==> config.mk <==
export PLATFORM = sky130hd
export DESIGN_NAME = i2c_bus_timer
export DESIGN_NICKNAME = d
export VERILOG_FILES = /design/src/rtl/i2c_tmr_pkg.sv /design/src/rtl/i2c_scl_edge.sv /design/src/rtl/i2c_frame_track.sv /design/src/rtl/i2c_tmr_core.sv /design/src/rtl/i2c_bus_timer.sv
export SDC_FILE = /design/constraint.sdc
export NUM_CORES = 1
export LEC_CHECK = 0
export CAP_MARGIN = 0
export CORE_MARGIN = 5
export CORE_UTILIZATION = 40
export CTS_CLUSTER_DIAMETER = 60
export DETAILED_ROUTE_END_ITERATION = 8
export GPL_TIMING_DRIVEN = 0
export PLACE_DENSITY_LB_ADDON = 0.05
export SLEW_MARGIN = 20
export SYNTH_ARGS = -nofsm -noshare
export SYNTH_HDL_FRONTEND = slang
export SYNTH_HIERARCHICAL = 1
export SYNTH_SLANG_ARGS = --single-unit
==> constraint.sdc <==
create_clock -name clk -period 1.78 [get_ports clk]
set_input_delay 0.267 -clock clk [delete_from_list [all_inputs] [get_ports clk]]
set_output_delay 0.267 -clock clk [all_outputs]
set_load 0.005 [all_outputs]
==> src/rtl/i2c_tmr_pkg.sv <==
package i2c_tmr_pkg;
  // Preload value for the low bits, taken from the prescale code
  function automatic logic [2:0] preload_of(input logic [1:0] code);
    return {1'b0, code};
  endfunction

  // Low bits about to wrap to zero on the next count
  function automatic logic low_wraps(input logic [2:0] low);
    return &low;
  endfunction
endpackage

==> src/rtl/i2c_scl_edge.sv <==
module i2c_scl_edge (
  input  logic clk,
  input  logic rst_n,
  input  logic scl_sync,
  output logic scl_edge
);
  logic scl_prev;

  always_ff @(posedge clk) begin
    if (!rst_n) scl_prev <= 1'b1;
    else        scl_prev <= scl_sync;
  end

  assign scl_edge = scl_sync ^ scl_prev;
endmodule

==> src/rtl/i2c_frame_track.sv <==
module i2c_frame_track (
  input  logic clk,
  input  logic rst_n,
  input  logic start_det,
  input  logic stop_det,
  input  logic abort,
  output logic in_frame
);
  always_ff @(posedge clk) begin
    if (!rst_n)                in_frame <= 1'b0;
    else if (stop_det || abort) in_frame <= 1'b0;
    else if (start_det)        in_frame <= 1'b1;
  end


  stop_closes_chk: assert property (@(posedge clk) disable iff (!rst_n)
    stop_det |=> !in_frame);
endmodule

==> src/rtl/i2c_tmr_core.sv <==
module i2c_tmr_core
  import i2c_tmr_pkg::*;
#(
  parameter int CNT_W = 10,
  parameter int LOW_W = 3,
  parameter int PS_W  = 2
) (
  input  logic             clk,
  input  logic             rst_n,
  input  logic             tick,
  input  logic             load,
  input  logic             clear,
  input  logic [PS_W-1:0]  prescale,
  input  logic             irq_en,
  output logic [CNT_W-1:0] cnt,
  output logic             expire,
  output logic             iface_rst,
  output logic             tmr_irq,
  output logic             min_done
);
  localparam logic [CNT_W-1:0] LAST = {{(CNT_W-1){1'b1}}, 1'b0};

  logic [CNT_W-1:0] preload_val;
  logic             advance;
  logic             wrap_low;

  assign preload_val = {{(CNT_W-LOW_W){1'b0}}, preload_of(prescale)};
  assign advance     = tick && !load && !clear;
  assign expire      = advance && (cnt == LAST);
  assign wrap_low    = advance && low_wraps(cnt[LOW_W-1:0]);

  always_ff @(posedge clk) begin
    if (!rst_n) begin
      cnt       <= '0;
      iface_rst <= 1'b0;
      tmr_irq   <= 1'b0;
      min_done  <= 1'b0;
    end else begin
      iface_rst <= expire;
      tmr_irq   <= expire && irq_en;
      min_done  <= wrap_low;
      if (clear)        cnt <= '0;
      else if (load)    cnt <= preload_val;
      else if (expire)  cnt <= '0;
      else if (tick)    cnt <= cnt + 1'b1;
    end
  end


  rst_one_cycle_chk: assert property (@(posedge clk) disable iff (!rst_n)
    iface_rst |=> !iface_rst);

  rst_zero_cnt_chk: assert property (@(posedge clk) disable iff (!rst_n)
    iface_rst |-> (cnt == '0));

  irq_with_rst_chk: assert property (@(posedge clk) disable iff (!rst_n)
    tmr_irq |-> iface_rst);

  min_done_wrap_chk: assert property (@(posedge clk) disable iff (!rst_n)
    min_done |-> (cnt[LOW_W-1:0] == '0));

  count_step_chk: assert property (@(posedge clk) disable iff (!rst_n)
    (advance && !expire) |=> (cnt == $past(cnt) + 1'b1));
endmodule

==> src/rtl/i2c_bus_timer.sv <==
module i2c_bus_timer #(
  parameter int CNT_W = 10,
  parameter int LOW_W = 3,
  parameter int PS_W  = 2
) (
  input  logic             clk,
  input  logic             rst_n,
  input  logic             cyc_en,
  input  logic             run_en,
  input  logic [PS_W-1:0]  prescale,
  input  logic             irq_en,
  input  logic             scl_sync,
  input  logic             start_det,
  input  logic             stop_det,
  output logic [CNT_W-1:0] tmr_cnt,
  output logic             min_done,
  output logic             iface_rst,
  output logic             tmr_irq
);
  logic scl_edge;
  logic in_frame;
  logic expire;
  logic tick;
  logic load;

  i2c_scl_edge u_edge (
    .clk(clk), .rst_n(rst_n), .scl_sync(scl_sync), .scl_edge(scl_edge)
  );

  i2c_frame_track u_frame (
    .clk(clk), .rst_n(rst_n), .start_det(start_det), .stop_det(stop_det),
    .abort(expire), .in_frame(in_frame)
  );

  assign tick = run_en && in_frame && cyc_en;
  assign load = run_en && (start_det || (scl_edge && in_frame));

  i2c_tmr_core #(.CNT_W(CNT_W), .LOW_W(LOW_W), .PS_W(PS_W)) u_core (
    .clk(clk), .rst_n(rst_n), .tick(tick), .load(load), .clear(stop_det),
    .prescale(prescale), .irq_en(irq_en), .cnt(tmr_cnt), .expire(expire),
    .iface_rst(iface_rst), .tmr_irq(tmr_irq), .min_done(min_done)
  );


  idle_zero_chk: assert property (@(posedge clk) disable iff (!rst_n)
    !in_frame |-> (tmr_cnt == '0));

  frozen_chk: assert property (@(posedge clk) disable iff (!rst_n)
    (!run_en && !stop_det) |=> $stable(tmr_cnt));

  scl_reload_chk: assert property (@(posedge clk) disable iff (!rst_n)
    (run_en && in_frame && scl_edge && !stop_det) |=>
      (tmr_cnt == {{(CNT_W-PS_W){1'b0}}, $past(prescale)}));

  expire_closes_chk: assert property (@(posedge clk) disable iff (!rst_n)
    expire |=> (!in_frame && iface_rst));
endmodule

==> reports/results.env <==
MOSTFREQUENTLAYOUTCELL='sky130_fd_sc_hd__clkdlybuf4s50_1'
DR_TOTAL_VIAS=717
SYNTH_FF_TYPE='sky130_fd_sc_hd__dfxtp_1'
PLACE.DETAILED.HPWL_UM=1210
REMAINING_DRC_ERRORS=0
NUM-NETS-FINAL=126
HOLDBUFCOUNTCTS=0
MOSTFREQUENTLAYOUTCELLS='sky130_fd_sc_hd__clkdlybuf4s50_1, sky130_fd_sc_hd__dfxtp_1, sky130_fd_sc_hd__buf_4, sky130_fd_sc_hd__o21ai_0'
WORST_SETUP_PATH_START_KIND='primary input'
CTS_ROOT_BUFFER='sky130_fd_sc_hd__clkbuf_4'
CLOCK_TREE.BUFFER_DEPTH=2
WORST_SETUP_PATH_ENDPOINT='u_core/cnt[9]'
NUM_ROWS=15
CTS_MAX_LEVEL=1
FINAL-SETUP-VIOL-COUNT=0
CORE_AREA_SQ_MM=0.00176
RSZ_0062_RAISED_AFTER_GLOBAL_ROUTING='no'
ANT_NETS=0
NETLIST-CELL-TYPE-COUNT=33
SYNTH_SIMPLE_GATE_AREA_SHARE_PCT=31.6
POST_ROUTE_SETUP_TNS_NS=0
GRT_MAX_DEGREE=11
CRITICAL_PATH.REG2REG.ENDPOINT='u_core/cnt[9]'
CTS.CLK_SLEW.WORST_PATHS_NS=0.09
ASYNC_RESET_FF_SHARE_PCT=0
PERIOD_NEEDED_NS=1.65
TOP_CELLS_BY_AREA_IN_THE_SYNTHESIZED_NETLIST='sky130_fd_sc_hd__dfxtp_1, sky130_fd_sc_hd__ha_1, sky130_fd_sc_hd__o21ai_0'
DRIVE_GT1_SHARE_PCT=16.1
CLOCK_INSERTION_DELAY_AT_THE_LATER_PIN_OF_THE_SKEW_REPORT_NS=0.28
CP_MAX_FO=10
FIRSTDRTPASSITERS=4
POWER.DENSITY_CELL_AREA_mW_PER_MM2=533
SYNTH_FA_HA_AREA_SHARE_PCT=4.97
VDD_IR_DROP_MAX_mV=0.410
INITIAL_ANTENNA_VIOLATION_COUNT=0
SYNTH_MUX_AREA_SHARE_PCT=1.32
HOLD_VIOL=0
FP.DIEH_UM=53.5
VIAS_IN_THE_FIRST_GLOBAL_ROUTE=654
DIE_AREA_SQ_MM=0.00286
CTS_NUM_SINKS=15
GRT_FIRST_PASS_WIRELENGTH_UM=2800
SEQ_AREA_FRAC_SYNTH_PCT=39.7
LAYOUT_WORST_PATH_CYCLE_SHARE_PCT=92.7
SYNTHESIS_TO_LAYOUT_AREA_GROWTH_PCT=46.7
TRITONCTS.NUM_BUFFERS=3
POST_SYNTH_XOR_AREA_FRACTION_PCT=3.48
MAXCAPVIOLCOUNT=0
PORT_BUFFERS=22
WORSTSETUPPATHTYPE='in -> reg'
REG2REGPATHDEPTH=5
FIN_CELLS=137
SYNTH_AREA_LEADER_CELL='sky130_fd_sc_hd__dfxtp_1'
WORST_SETUP_PATH_END_KIND='flop'
ANTENNA_CELLS_INSERTED=0
SYNTH_LARGEST_TYPE_AREA_FRACTION_PCT=39.7
ROUTED_WL_UM=1770
WORSTREG2REGSTART='u_frame/in_frame'
NETLIST_INSTANCES=80
PLACE_INST=127
WL_PER_CELL_UM=12.9
YOSYS_REGISTER_BITS=15
PLACE_CONGESTION=0.748
TRACK_USAGE_PCT=13.4
SYN_AREA_PER_CELL_SQ_UM=9.45
INITIAL_STANDARD_CELL_UTILIZATION_OF_THE_CORE_PCT=42.8
TRITONCTS='built'
RUN_STATUS='completed'
GRT_OVERFLOW=0
CP-STARTPOINT='run_en'
MAX_TRANSITION_VIOLS_FINAL=0
SYNTH_NETS=93
POWER.STATIC_LEAKAGE_nW=0.399
IOPINCOUNT=23
NUM-FILL-CELLS=168
DIE_WIDTH_UM=53.5
VIASPERCELL=5.23
SYNTH.CELL_AREA_SQ_UM=756
CRITPATHREQUIREDTIME_NS=1.99
CLOCK-SKEW-FINAL_NS=0.00396
COMPOUND_GATE_FRACTION_OF_SYNTH_AREA_PCT=15.4
SYNTH_ENABLE_FLOP_CELLS=0
SYNTH_TOP_FAMILY_BY_AREA='simple AND/OR/NAND/NOR gates'
HEADROOM_TO_THE_MAX_SLEW_LIMIT_PCT=67.0
DETAILEDROUTE.FIRSTITERATIONVIOLATIONS=11
YS.WARNINGS.COUNT=6
FMAX_MHz=606
REG2REG_SETUP_SLACK_NS=0.24
HOLD_SLACK_NS=0.549
HOLD_CLASS='reg -> reg'
WORST_PIN_SLEW_NS=0.495
WORST-ENDPOINT-ARRIVAL_NS=1.86
[final cells by class]
cell class	count	area (sq um)	share of cell area, %
multi-input combinational	59	455	41.1
sequential	15	300	27.1
timing repair buffer	28	269	24.3
tap	25	31.3	2.82
clock buffer	4	26.3	2.37
inverter	4	15.0	1.35
buffer	2	11.3	1.02
[critical path: stages]
cell	delay [ns]
sky130_fd_sc_hd__clkdlybuf4s50_1	0.47
sky130_fd_sc_hd__and3_2	0.17
sky130_fd_sc_hd__buf_4	0.16
sky130_fd_sc_hd__nand4_1	0.19
sky130_fd_sc_hd__or4_1	0.45
sky130_fd_sc_hd__a31oi_1	0.17
[metrics by stage]
step	power [mW]	util [%]	worst slack, ns	instance area [sq um]
2_1_floorplan	0.370	-	0.215	756
3_3_place_gp	0.399	57.1	-0.483	1010
3_5_place_dp	0.400	57.1	-0.487	1010
4_1_cts	0.593	60.5	0.00486	1070
5_1_grt	0.614	62.8	0.00605	1110
6_report	0.591	62.8	0.130	1110
[layer usage]
layer | share of wire (%) | track usage (%) | vias up
met5 | 0 | 0 | -
met3 | 5.2 | 3.10 | 0
met4 | 0 | 5.11 | 0
met1 | 48 | 16.0 | 340
met2 | 47 | 22.9 | 15
li1 | - | - | 362
[worst min-delay path by stage]
stage	from	to	slack, ns	cells after the start
floorplan	rst_n	u_edge/scl_prev	0.34	1
global placement	u_core/cnt[6]	u_core/cnt[6]	0.54	2
detailed placement	u_core/cnt[6]	u_core/cnt[6]	0.54	2
CTS	irq_en	u_core/tmr_irq	0.54	2
global route	irq_en	u_core/tmr_irq	0.55	2
finish	u_frame/in_frame	u_frame/in_frame	0.55	2
[power breakdown]
part | internal [mW] | total, mW | switching (mW)
sequential | 0.339 | 0.342 | 0.00319
combinational | 0.0348 | 0.0552 | 0.0204
clock | 0.0868 | 0.194 | 0.107
total | 0.461 | 0.591 | 0.130
[sequential cells by signal, indices dropped and copies added (netlist names)]
register / cells
u_core/cnt: 10
u_core/iface_rst: 1
u_core/min_done: 1
u_core/tmr_irq: 1
u_edge/scl_prev: 1
u_frame/in_frame: 1
[synthesized netlist by cell type (2+ instances only)]
library cell and count:
sky130_fd_sc_hd__dfxtp_1 15, sky130_fd_sc_hd__o21ai_0 6, sky130_fd_sc_hd__inv_1 4, sky130_fd_sc_hd__nand2_1 4, sky130_fd_sc_hd__a211oi_1 3, sky130_fd_sc_hd__ha_1 3
sky130_fd_sc_hd__nand2b_1 3, sky130_fd_sc_hd__nand4_1 3, sky130_fd_sc_hd__nor2_1 3, sky130_fd_sc_hd__nor2b_1 3, sky130_fd_sc_hd__nor3_1 3, sky130_fd_sc_hd__o211ai_1 3
sky130_fd_sc_hd__xor2_1 3, sky130_fd_sc_hd__a31oi_1 2, sky130_fd_sc_hd__nand3_1 2, sky130_fd_sc_hd__or3_1 2, sky130_fd_sc_hd__or4_1 2
[timing repair]
action	4_1_cts	5_1_grt
pin swaps	1	1
buffers inserted	2	4
setup endpoints to repair	10	14
endpoints found under the hold margin	0	0
gates resized for setup	3	2
gates cloned	0	0
[kinds of logic (layout without fill, tap and decap cells)]
logic type,Yosys count,count (layout)
xor+xnor,3,3
flops,15,15
fa+ha+maj,3,3
mux,1,1
buf+inv,6,38
simple gates,34,34
compound gates,18,18
Note: power is estimated with default switching activity, not from simulation.
